$ cat src/rtl/xirq_pkg.sv
package xirq_pkg;

  localparam logic [3:0] OFF_SENS = 4'h0;
  localparam logic [3:0] OFF_PEND = 4'h4;
  localparam logic [3:0] OFF_EN   = 4'hC;

  typedef enum logic [3:0] {
    SENS_OFF  = 4'h0,
    SENS_RISE = 4'h1,
    SENS_FALL = 4'h2,
    SENS_BOTH = 4'h3,
    SENS_HIGH = 4'h5,
    SENS_LOW  = 4'h6
  } sens_e;

  function automatic logic is_edge_code(input logic [3:0] code);
    return (code == SENS_RISE) || (code == SENS_FALL) || (code == SENS_BOTH);
  endfunction

endpackage

$ cat src/rtl/xirq_sync.sv
module xirq_sync #(
  parameter int W = 6
) (
  input  logic         clk,
  input  logic         rst,
  input  logic [W-1:0] async_i,
  output logic [W-1:0] cur_o,
  output logic [W-1:0] prev_o
);
  logic [W-1:0] meta_q, stab_q, last_q;

  always_ff @(posedge clk) begin
    if (rst) begin
      meta_q <= '0;
      stab_q <= '0;
      last_q <= '0;
    end else begin
      meta_q <= async_i;
      stab_q <= meta_q;
      last_q <= stab_q;
    end
  end

  assign cur_o  = stab_q;
  assign prev_o = last_q;
endmodule

$ cat src/rtl/xirq_lane.sv
module xirq_lane
  import xirq_pkg::*;
(
  input  logic       clk,
  input  logic       rst,
  input  logic [3:0] code_i,
  input  logic       cur_i,
  input  logic       prev_i,
  input  logic       en_i,
  input  logic       clr_i,
  output logic       pend_o
);
  logic pend_q, pend_d, ev;

  always_comb begin
    unique case (code_i)
      SENS_RISE: ev = cur_i & ~prev_i;
      SENS_FALL: ev = ~cur_i & prev_i;
      SENS_BOTH: ev = cur_i ^ prev_i;
      default:   ev = 1'b0;
    endcase
    if (is_edge_code(code_i))
      pend_d = (pend_q & ~clr_i) | (en_i & ev);
    else if (code_i == SENS_HIGH)
      pend_d = en_i & cur_i;
    else if (code_i == SENS_LOW)
      pend_d = en_i & ~cur_i;
    else
      pend_d = pend_q & ~clr_i;
  end

  always_ff @(posedge clk) begin
    if (rst) pend_q <= 1'b0;
    else     pend_q <= pend_d;
  end

  assign pend_o = pend_q;
endmodule

$ cat src/rtl/xirq_regs.sv
module xirq_regs
  import xirq_pkg::*;
#(
  parameter int NUM_PINS = 6,
  parameter int NUM_LIVE = 6,
  parameter int DW       = 32,
  parameter int AW       = 4
) (
  input  logic                  clk,
  input  logic                  rst,
  input  logic                  bus_sel,
  input  logic                  bus_wr,
  input  logic [AW-1:0]         bus_addr,
  input  logic [DW-1:0]         bus_wdata,
  input  logic [NUM_PINS-1:0]   pend_i,
  output logic [4*NUM_PINS-1:0] sens_o,
  output logic [NUM_PINS-1:0]   en_o,
  output logic [NUM_PINS-1:0]   clr_o,
  output logic [DW-1:0]         rdata_o
);
  localparam int SW = 4 * NUM_PINS;

  logic wr_sens, wr_pend, wr_en, rd;
  logic [DW-1:0] rdata_q;
  logic unused_hi;

  assign wr_sens = bus_sel & bus_wr & (bus_addr == AW'(OFF_SENS));
  assign wr_pend = bus_sel & bus_wr & (bus_addr == AW'(OFF_PEND));
  assign wr_en   = bus_sel & bus_wr & (bus_addr == AW'(OFF_EN));
  assign rd      = bus_sel & ~bus_wr;
  assign unused_hi = ^bus_wdata[DW-1:SW];

  for (genvar i = 0; i < NUM_PINS; i++) begin : g_field
    assign clr_o[i] = wr_pend & ~bus_wdata[i];
    if (i < NUM_LIVE) begin : g_live
      logic [3:0] sens_q;
      logic       en_q;
      always_ff @(posedge clk) begin
        if (rst) begin
          sens_q <= '0;
          en_q   <= 1'b0;
        end else begin
          if (wr_sens) sens_q <= bus_wdata[4*i +: 4];
          if (wr_en)   en_q   <= bus_wdata[i];
        end
      end
      assign sens_o[4*i +: 4] = sens_q;
      assign en_o[i]          = en_q;
    end else begin : g_absent
      assign sens_o[4*i +: 4] = '0;
      assign en_o[i]          = 1'b0;
    end
  end

  always_ff @(posedge clk) begin
    if (rst) rdata_q <= '0;
    else if (rd) begin
      case (bus_addr)
        AW'(OFF_SENS): rdata_q <= DW'(sens_o);
        AW'(OFF_PEND): rdata_q <= DW'(pend_i);
        AW'(OFF_EN):   rdata_q <= DW'(en_o);
        default:       rdata_q <= '0;
      endcase
    end
  end

  assign rdata_o = rdata_q;
endmodule

$ cat src/rtl/xirq_unit.sv
module xirq_unit
  import xirq_pkg::*;
#(
  parameter int NUM_PINS = 6,
  parameter bit FULL_SET = 1'b1,
  parameter int DW       = 32,
  parameter int AW       = 4
) (
  input  logic                clk,
  input  logic                rst,
  input  logic [NUM_PINS-1:0] pin_i,
  input  logic                bus_sel,
  input  logic                bus_wr,
  input  logic [AW-1:0]       bus_addr,
  input  logic [DW-1:0]       bus_wdata,
  output logic [DW-1:0]       bus_rdata,
  output logic [NUM_PINS-1:0] irq_o
);
  localparam int NUM_LIVE = FULL_SET ? NUM_PINS : NUM_PINS / 2;

  logic [4*NUM_PINS-1:0] cfg_q;
  logic [NUM_PINS-1:0]   en_q, pend_q, clr, sync_cur, sync_prev;

  xirq_sync #(.W(NUM_LIVE)) u_sync (
    .clk     (clk),
    .rst     (rst),
    .async_i (pin_i[NUM_LIVE-1:0]),
    .cur_o   (sync_cur[NUM_LIVE-1:0]),
    .prev_o  (sync_prev[NUM_LIVE-1:0])
  );

  xirq_regs #(.NUM_PINS(NUM_PINS), .NUM_LIVE(NUM_LIVE), .DW(DW), .AW(AW)) u_regs (
    .clk       (clk),
    .rst       (rst),
    .bus_sel   (bus_sel),
    .bus_wr    (bus_wr),
    .bus_addr  (bus_addr),
    .bus_wdata (bus_wdata),
    .pend_i    (pend_q),
    .sens_o    (cfg_q),
    .en_o      (en_q),
    .clr_o     (clr),
    .rdata_o   (bus_rdata)
  );

  for (genvar i = 0; i < NUM_PINS; i++) begin : g_in
    if (i < NUM_LIVE) begin : g_lane
      xirq_lane u_lane (
        .clk    (clk),
        .rst    (rst),
        .code_i (cfg_q[4*i +: 4]),
        .cur_i  (sync_cur[i]),
        .prev_i (sync_prev[i]),
        .en_i   (en_q[i]),
        .clr_i  (clr[i]),
        .pend_o (pend_q[i])
      );
    end else begin : g_none
      assign pend_q[i]    = 1'b0;
      assign sync_cur[i]  = 1'b0;
      assign sync_prev[i] = 1'b0;
    end
  end

  assign irq_o = pend_q & en_q;
endmodule

$ cat config.mk
export PLATFORM = sky130hd
export DESIGN_NAME = xirq_unit
export DESIGN_NICKNAME = d
export VERILOG_FILES = /design/src/rtl/xirq_pkg.sv /design/src/rtl/xirq_sync.sv /design/src/rtl/xirq_lane.sv /design/src/rtl/xirq_regs.sv /design/src/rtl/xirq_unit.sv
export SDC_FILE = /design/constraint.sdc
export NUM_CORES = 1
export LEC_CHECK = 0
export CORE_MARGIN = 5
export CORE_UTILIZATION = 32
export CTS_CLUSTER_DIAMETER = 40
export DETAILED_ROUTE_END_ITERATION = 12
export GPL_ROUTABILITY_DRIVEN = 0
export HOLD_SLACK_MARGIN = 0.02
export SLEW_MARGIN = 20
export SYNTH_ARGS = -nofsm -noshare
export SYNTH_HDL_FRONTEND = slang
export SYNTH_HIERARCHICAL = 1
export SYNTH_SLANG_ARGS = --single-unit
$ cat constraint.sdc
create_clock -name clk -period 1.61 [get_ports clk]
set_input_delay 0.483 -clock clk [delete_from_list [all_inputs] [get_ports clk]]
set_output_delay 0.483 -clock clk [all_outputs]
set_load 0.01 [all_outputs]
==> impl_metrics.csv <==
group,metric,value,unit
final_layout,final_common_cell,"dfxtp_1",
yosys,yosys_warnings,6,
min_path,min_from,"u_sync/meta_q[5]",
timing,clock_skew,4.63,ps
clocking,htree_levels,3,
yosys,synth_area_leaders,"dfxtp_1, nand2b_1, mux2i_1",
yosys,yosysSeqAreaShare,41.0,%
run_status,status,"completed",
routing,dr_total_vias,3074,
final_layout,drive_gt1_share,14.2,%
clocking,numCtsBuffers,9,
global_route,grt_pass1_vias,3135,
die,dieArea,14200,µm²
yosys,synth_edf_count,0,
power,peakVddDrop,0.000413,V
timing,fin_crit_sh,97.4,%
routing,vias_per_cell,4.74,
min_path,min_to,"u_sync/cur_o[5]",
clocking,cts_root_buf,"clkbuf_16",
min_path,holdPathStages,1,
die,die_w,119,µm
power,p_per_area,821,nW/µm²
die,io_pins,84,
worst_setup_path,rr_endpoint,"g_in[3].g_lane.u_lane/pend_o",
min_path,hold_path_class,"reg2reg",
global_route,overflow,0,
timing,rsz0062_at_grt,"false",
yosys,syn_area,3800,µm²
timing,max_slew_margin,61.7,%
clocking,cts_sinks,78,
power,pwr-share-seq,46.3,%
final_layout,mostFrequentLayoutCells,"dfxtp_1, nand2b_1, buf_4",
final_layout,fin_area,5170,µm²
routing,firstDrtPassIters,4,
flow_run,drv_cap,0,
final_layout,diodes,0,
power,p_leak,2.08,nW
yosys,synth_seq_cells,78,
worst_setup_path,reg2reg_depth,5,
timing,fin_crit,1570,ps
clocking,cts.path.max_buffers,2,
power,p_sw,0.930,mW
worst_setup_path,r2r_slack,80,ps
worst_setup_path,arrival,1090,ps
placement,placed_area,4800,µm²
global_route,grt_pass1_wl,15500,µm
final_layout,fillers,1149,
timing,hold_viol,0,
yosys,synth_area_per_cell,9.28,µm²
timing,worst_pin_slew,560,ps
die,die_y,119,µm
clocking,clk_pin_slew_worst_paths,60,ps
yosys,synth_largest_area_cell,"dfxtp_1",
power,power_frac_comb,8.5,%
final_layout,fin_nets,559,
yosys,synthArstFlopShare,0,%
worst_setup_path,path_max_fanout,3,
placement,io_buffers,67,
global_route,grt_max_degree,69,
placement,place_hpwl,6850,µm
clocking,worstSkewPairLatency,330,ps
yosys,synth_cells,410,
global_route,antenna_found_initial,0,
routing,wirelength,9590,µm
die,rows,39,
worst_setup_path,path_class,"reg2out",
worst_setup_path,cp.required,1130,ps
timing,fmax,638,MHz
worst_setup_path,worstSetupEndpointType,"output pin",
die,fp.coreArea,11500,µm²
power,finalPower,4.25,mW
routing,ant_nets,0,
global_route,grt.total_usage,13.5,%
final_layout,area_growth,35.9,%
timing,timing.hold.ws,437,ps
worst_setup_path,reg2reg_from,"u_sync/cur_o[3]",
worst_setup_path,startpoint_type,"register",
yosys,synth_cell_type_count,36,
power,switching_share,21.9,%
timing,final_max_slew_viol_count,0,
yosys,synthFlopType,"dfxtp_1",
clocking,tritoncts,"done",
clocking,post-cts-setup-buffers,0,
die,start_util,33.0,%
yosys,yosysTopAreaCellShare,41.0,%
routing,drcViolationCount,0,
timing,tns,0,ps
routing,drt_iter0_drc,131,
power,p_int,3.32,mW
clocking,postCtsHoldBufs,0,
routing,wl_per_cell,14.8,µm
timing,setup_viol,0,
power,clock_power_share,45.1,%
-- final cells by class --
type	count	area [µm²]	area share (%)
tap	143	179	3.46
clock inverter	3	17.5	0.339
clock buffer	13	270	5.23
sequential	78	1560	30.2
inverter	18	67.6	1.31
timing repair buffer	109	1030	19.9
multi-input combinational	285	2050	39.6
-- worst max path at each step --
stage	from	endpoint	slack, ps	cells past startpoint
6_report	g_in[1].g_lane.u_lane/pend_o	irq_o[1]	40	2
3_5_place_dp	bus_sel	g_in[4].g_lane.u_lane/pend_o	-530	7
2_1_floorplan	bus_addr[1]	g_in[0].g_lane.u_lane/pend_o	90	6
3_3_place_gp	bus_sel	g_in[2].g_lane.u_lane/pend_o	-550	7
5_1_grt	g_in[2].g_lane.u_lane/pend_o	irq_o[2]	0.2	2
4_1_cts	g_in[1].g_lane.u_lane/pend_o	irq_o[1]	1	2
-- per-layer routing --
metal | routed length [µm] | up-vias | global-route usage [%]
met5 | 0 | - | 0
met4 | 89 | 0 | 3.98
met3 | 482 | 8 | 3.93
met2 | 4370 | 74 | 21.9
met1 | 4650 | 1423 | 17.4
li1 | - | 1569 | -
-- through the flow --
stage	std cells	worst slack, ps	utilization (%)
finish	649	41.8	44.9
global route	649	0.183	44.9
CTS	648	1.03	44.3
detailed placement	631	-529	41.7
global placement	631	-548	41.7
floorplan	417	94.0	-
-- critical path, cell delays in order, from the launching register on --
cell             delay, ps
dfxtp_1                370
and2_1                 150
clkdlybuf4s15_1        240
-- state kept, by name, indices dropped and copies added, names as in the netlist --
signal	count
u_regs/g_field.g_live.sens_q	24
u_regs/rdata_o	24
g_in.g_lane.u_lane/pend_o	6
u_regs/g_field.g_live.en_q	6
u_sync/cur_o	6
u_sync/meta_q	6
u_sync/prev_o	6
-- timing repair --
action,in CTS,in global routing
pin swaps,4,7
setup endpoints to repair,90,31
resized for setup,43,19
cloned,1,1
-- power by group through the flow --
stage	combinational, mW	sequential [mW]	clock, mW
2_1_floorplan	0.169	2.01	0
3_3_place_gp	0.347	2.01	0
3_5_place_dp	0.353	2.01	0
4_1_cts	0.359	1.97	1.98
5_1_grt	0.395	1.97	2.06
6_report	0.362	1.97	1.92
-- Yosys cell counts (7+ instances only) --
cell type / number
buf_2: 7
buf_4: 16
nand3_1: 24
a21oi_1: 24
clkbuf_1: 10
and2b_1: 7
ha_1: 12
nand2_1: 19
inv_1: 18
and2_1: 7
nand2b_1: 61
nor2_1: 14
nor2b_1: 13
dfxtp_1: 78
mux2i_1: 28
-- cell families (layout without fill, tap and decap cells) --
group | count (synthesis) | in the layout | synth area share, %
xor+xnor | 12 | 12 | 2.76
mux | 30 | 30 | 7.96
compound gates | 72 | 72 | 13.7
simple gates | 151 | 151 | 23.0
buf+inv | 54 | 143 | 7.53
fa+ha+maj | 12 | 12 | 3.95
flops | 78 | 78 | 41.0
other cells | 1 | 8 | 0.0986
(Power assumes the default switching activity.)
